**src/rtl/crc8_serial_pkg.sv**
```systemverilog
package crc8_serial_pkg;

    localparam int CRC_W = 8;
    // Feedback taps, bit i set when stage i receives the top stage (x^4, x^2, x^0)
    localparam logic [CRC_W-1:0] GEN_TAPS = 8'h15;

    typedef logic [CRC_W-1:0] crc_t;

    typedef enum logic {
        MODE_CHECK = 1'b0,
        MODE_GEN   = 1'b1
    } crc_mode_e;

    typedef struct packed {
        logic      shift;   // a bit is entering the register this cycle
        logic      last;    // final bit of the word
        logic      bit_in;  // the bit being shifted
        crc_mode_e mode;    // role latched at start
    } feed_ctl_t;

    function automatic logic remainder_clean(input crc_t r);
        return r == '0;
    endfunction

endpackage

```
**src/rtl/crc8_lfsr.sv**
```systemverilog
module crc8_lfsr
    import crc8_serial_pkg::*;
(
    input  logic clk,
    input  logic rst,
    input  logic clear,
    input  logic shift,
    input  logic bit_in,
    output crc_t state,
    output crc_t next_state
);

    logic top;
    assign top = state[CRC_W-1];

    for (genvar i = 0; i < CRC_W; i++) begin : g_stage
        if (i == 0) begin : g_head
            assign next_state[i] = bit_in ^ (GEN_TAPS[i] & top);
        end else begin : g_body
            assign next_state[i] = state[i-1] ^ (GEN_TAPS[i] & top);
        end
    end

    always_ff @(posedge clk) begin
        if (rst || clear) begin
            state <= '0;
        end else if (shift) begin
            state <= next_state;
        end
    end

endmodule

```
**src/rtl/crc8_feeder.sv**
```systemverilog
module crc8_feeder
    import crc8_serial_pkg::*;
#(
    parameter int MSG_W = 64
) (
    input  logic                   clk,
    input  logic                   rst,
    input  logic                   start,
    input  logic                   gen_mode,
    input  logic [MSG_W-1:0]       msg_in,
    output feed_ctl_t              ctl,
    output logic [MSG_W-CRC_W-1:0] payload
);

    localparam int CNT_W = $clog2(MSG_W + 1);
    localparam int PAY_W = MSG_W - CRC_W;

    logic [MSG_W-1:0] shreg;
    logic [CNT_W-1:0] remaining;
    logic             busy;
    crc_mode_e        mode_q;

    always_ff @(posedge clk) begin
        if (rst) begin
            shreg     <= '0;
            remaining <= '0;
            busy      <= 1'b0;
            mode_q    <= MODE_CHECK;
            payload   <= '0;
        end else if (start) begin
            mode_q    <= gen_mode ? MODE_GEN : MODE_CHECK;
            payload   <= msg_in[MSG_W-1:CRC_W];
            shreg     <= gen_mode ? {msg_in[MSG_W-1:CRC_W], {CRC_W{1'b0}}} : msg_in;
            remaining <= CNT_W'(MSG_W);
            busy      <= 1'b1;
        end else if (busy) begin
            shreg     <= {shreg[MSG_W-2:0], 1'b0};
            remaining <= remaining - 1'b1;
            if (remaining == CNT_W'(1)) begin
                busy <= 1'b0;
            end
        end
    end

    always_comb begin
        ctl.shift  = busy && !start;
        ctl.last   = busy && !start && (remaining == CNT_W'(1));
        ctl.bit_in = shreg[MSG_W-1];
        ctl.mode   = mode_q;
    end

    logic unused_width;
    assign unused_width = ^PAY_W[0];

endmodule

```
**src/rtl/crc8_result.sv**
```systemverilog
module crc8_result
    import crc8_serial_pkg::*;
#(
    parameter int MSG_W = 64
) (
    input  logic                   clk,
    input  logic                   rst,
    input  feed_ctl_t              ctl,
    input  logic [MSG_W-CRC_W-1:0] payload,
    input  crc_t                   rem,
    output logic [MSG_W-1:0]       frame_out,
    output logic [MSG_W-CRC_W-1:0] data_out,
    output logic                   check_ok,
    output logic                   done
);

    logic clean;
    assign clean = remainder_clean(rem);

    always_ff @(posedge clk) begin
        if (rst) begin
            frame_out <= '0;
            data_out  <= '0;
            check_ok  <= 1'b0;
            done      <= 1'b0;
        end else begin
            done <= ctl.last;
            if (ctl.last) begin
                if (ctl.mode == MODE_GEN) begin
                    frame_out <= {payload, rem};
                    check_ok  <= 1'b0;
                end else begin
                    data_out  <= clean ? payload : '0;
                    check_ok  <= clean;
                end
            end
        end
    end

    logic unused_ctl;
    assign unused_ctl = ctl.shift ^ ctl.bit_in;

endmodule

```
**src/rtl/crc8_serial.sv**
```systemverilog
module crc8_serial
    import crc8_serial_pkg::*;
#(
    parameter int MSG_W = 64
) (
    input  logic                   clk,
    input  logic                   rst,
    input  logic                   start,
    input  logic                   gen_mode,
    input  logic [MSG_W-1:0]       msg_in,
    output logic [MSG_W-1:0]       frame_out,
    output logic [MSG_W-CRC_W-1:0] data_out,
    output logic                   done,
    output logic                   check_ok
);

    feed_ctl_t             ctl;
    logic [MSG_W-CRC_W-1:0] payload;
    crc_t                  crc_state;
    crc_t                  crc_next;

    crc8_feeder #(.MSG_W(MSG_W)) u_feeder (
        .clk      (clk),
        .rst      (rst),
        .start    (start),
        .gen_mode (gen_mode),
        .msg_in   (msg_in),
        .ctl      (ctl),
        .payload  (payload)
    );

    crc8_lfsr u_lfsr (
        .clk        (clk),
        .rst        (rst),
        .clear      (start),
        .shift      (ctl.shift),
        .bit_in     (ctl.bit_in),
        .state      (crc_state),
        .next_state (crc_next)
    );

    crc8_result #(.MSG_W(MSG_W)) u_result (
        .clk       (clk),
        .rst       (rst),
        .ctl       (ctl),
        .payload   (payload),
        .rem       (crc_next),
        .frame_out (frame_out),
        .data_out  (data_out),
        .check_ok  (check_ok),
        .done      (done)
    );

    logic unused_state;
    assign unused_state = ^crc_state;

endmodule

```
**config.mk**
```make
export PLATFORM = sky130hd
export DESIGN_NAME = crc8_serial
export DESIGN_NICKNAME = d
export VERILOG_FILES = /design/src/rtl/crc8_serial_pkg.sv /design/src/rtl/crc8_lfsr.sv /design/src/rtl/crc8_feeder.sv /design/src/rtl/crc8_result.sv /design/src/rtl/crc8_serial.sv
export SDC_FILE = /design/constraint.sdc
export NUM_CORES = 1
export LEC_CHECK = 0
export CAP_MARGIN = 20
export CORE_AREA = 2 2 140 142
export DETAILED_ROUTE_END_ITERATION = 10
export DIE_AREA = 0 0 142 144
export GPL_ROUTABILITY_DRIVEN = 0
export MAX_ROUTING_LAYER = met4
export PLACE_DENSITY_LB_ADDON = 0.08
export SLEW_MARGIN = 30
export SYNTH_ARGS = -nofsm -noshare
export SYNTH_HDL_FRONTEND = slang
export SYNTH_HIERARCHICAL = 1
export SYNTH_SLANG_ARGS = --single-unit
```
**constraint.sdc**
```tcl
create_clock -name clk -period 2.2 [get_ports clk]
set_clock_uncertainty 0.15 [all_clocks]
set_input_delay 0.44 -clock clk [delete_from_list [all_inputs] [get_ports clk]]
set_output_delay 0.44 -clock clk [all_outputs]
set_load 0.01 [all_outputs]
```
==> results.cfg <==
[status]
status = finished clean

[run]
drv_cap = 0

[setup_path]
rr_startpoint = u_lfsr/state[7]
critPathRequiredTime_ns = 2.51
start_kind = flip-flop
worstSetupEndpointType = flip-flop
path_class = flip-flop to flip-flop
cp-startpoint = u_lfsr/state[7]
arrival_ns = 2.42
path_max_fanout = 21

[min_path]
holdCritStartpoint = rst
hp-class = input port to flip-flop

[clock_network]
cts_sinks = 259
path_clk_slew_ns = 0.06
htree_levels = 1
cts_tree = yes
hold_buffers = 0
cts_setup_buffers = 0
insertion_delay_ns = 0.52
cts_buffer_depth = 3
cts.repair.resized = 0
cts_made_buffers = 26
cts-root-buf = clkbuf_16

[routing]
wl_per_cell_um = 15.6
post_drt_via_cell_ratio = 5.22
vias = 7507
dr.first_iter.drc_count = 466
drc = 0
drtAntennaViolNets = 0
first_pass_iters = 5
routed_wl_um = 22500

[finish]
fin_area_um2 = 12300
drive_gt1_share_pct = 11.3
area_delta_synth_final_pct = 30.1
finalNetCount = 1252

[pwr]
power_leakage_uw = 0.00455
p_per_area_nw_per_um2 = 795
peakVddDrop_mv = 0.479

[global_routing]
antenna_found_initial = 1
grt_max_degree = 126
grt_pass1_vias = 6986
grt_pass1_wl_um = 35300
gr-usage-all-layers_pct = 21.7
grt-ovfl-total = 0

[sta]
max-slew-margin-rel_pct = 62.9
max_freq_mhz = 474
timing.setup.tns_ns = 0
worstMarginPinSlew_ns = 0.557
fin_crit_ns = 2.11
finalHoldViolCount = 0
slew_viol_final = 0
setup_viol = 0
min_period_over_period_pct = 95.8
rsz0062_at_grt = no

[place]
dp_hpwl_um = 13900
placed_area_um2 = 11500
io_buffer_count = 189

[die]
rows = 51
start_util_pct = 49.5
io_pins = 190
chipHeight_um = 144
dieArea_um2 = 20400
dieWidth_um = 142
core_um2 = 19100

[logic_synthesis]
yosys_warnings = 6
synth.avg_cell_area_um2 = 9.22
postSynthNetCount = 1094
synthCells = 1024
netlist_area_um2 = 9450
-- stage by stage --
| step | hold WS, ns | cells | setup WS (ns) | total power, µW | util [%] |
|---|---|---|---|---|---|
| global placement | 0.292 | 1392 | 0.115 | 5650 | 60.1 |
| CTS | 0.0557 | 1437 | 0.125 | 9850 | 64.4 |
| floorplan | 0.295 | 1024 | 0.219 | 5430 | - |
| detailed placement | 0.295 | 1392 | 0.134 | 5660 | 60.1 |
| global route | 0.0609 | 1438 | 0.0332 | 10100 | 64.4 |
| finish | 0.0698 | 1438 | 0.0925 | 9770 | 64.4 |
-- metal layers --
metal	GRT usage, %	share of wire (%)	up-vias
li1	-	-	3771
met1	29.6	48	3489
met2	33.2	44	211
met3	3.91	5.7	36
met4	6.32	2.2	0
met5	-	0	-
-- cells in the final DEF (no fill, tap or decap), drive strengths merged, types with 2 or more instances in the layout --
master	count
nor2b	2
dfxtp	259
a21oi	184
nand2	305
clkinv	4
nor4	2
nand3	7
buf	23
inv	11
nor4b	2
mux2i	6
mux2	63
clkdlybuf4s50	187
nor2	20
a22o	56
or2	2
a211oi	5
xnor2	6
clkbuf	40
a21boi	2
ha	2
-- state kept, by name, summed over array words and instances (netlist names) --
signal / cells
u_feeder/shreg: 64
u_result/done: 1
u_result/frame_out: 64
u_lfsr/state: 8
u_feeder/mode_q: 1
u_result/data_out: 56
u_feeder/remaining: 7
u_feeder/payload: 56
u_feeder/busy: 1
u_result/check_ok: 1
-- critical path, cell delays in order (launching register included) --
cell and delay (ns):
dfxtp_1 0.44, xnor2_1 0.17, inv_1 0.08, nor4_1 0.50
and4_4 0.37, buf_12 0.18, a22o_1 0.15
-- area by class of cell --
type / instances / area [µm²]
Antenna cell: 1 / 2.50
Clock buffer: 40 / 785
Clock inverter: 5 / 31.3
Fill cell: 1635 / 6790
Inverter: 10 / 40.0
Multi-Input combinational cell: 675 / 3760
Sequential cell: 259 / 5190
Tap cell: 238 / 298
Timing Repair Buffer: 210 / 2180
-- power breakdown --
group	total, µW	leakage [µW]	switching [µW]	internal, µW
clock network	4210	0.000406	1760	2450
logic	650	0.00203	332	319
registers	4910	0.00211	87.3	4830
total	9770	0.00455	2180	7590
-- final timing paths --
path / endpoint / slack [ns] / cells after the start
setup / recovery: u_result/data_out[12] / 0.09 / 6
hold / removal: u_feeder/mode_q / 0.07 / 2
setup reg to reg: u_result/data_out[12] / 0.09 / 6
hold reg to reg: u_result/frame_out[29] / 0.30 / 2
No activity file was read; power rests on OpenSTA's default activity.
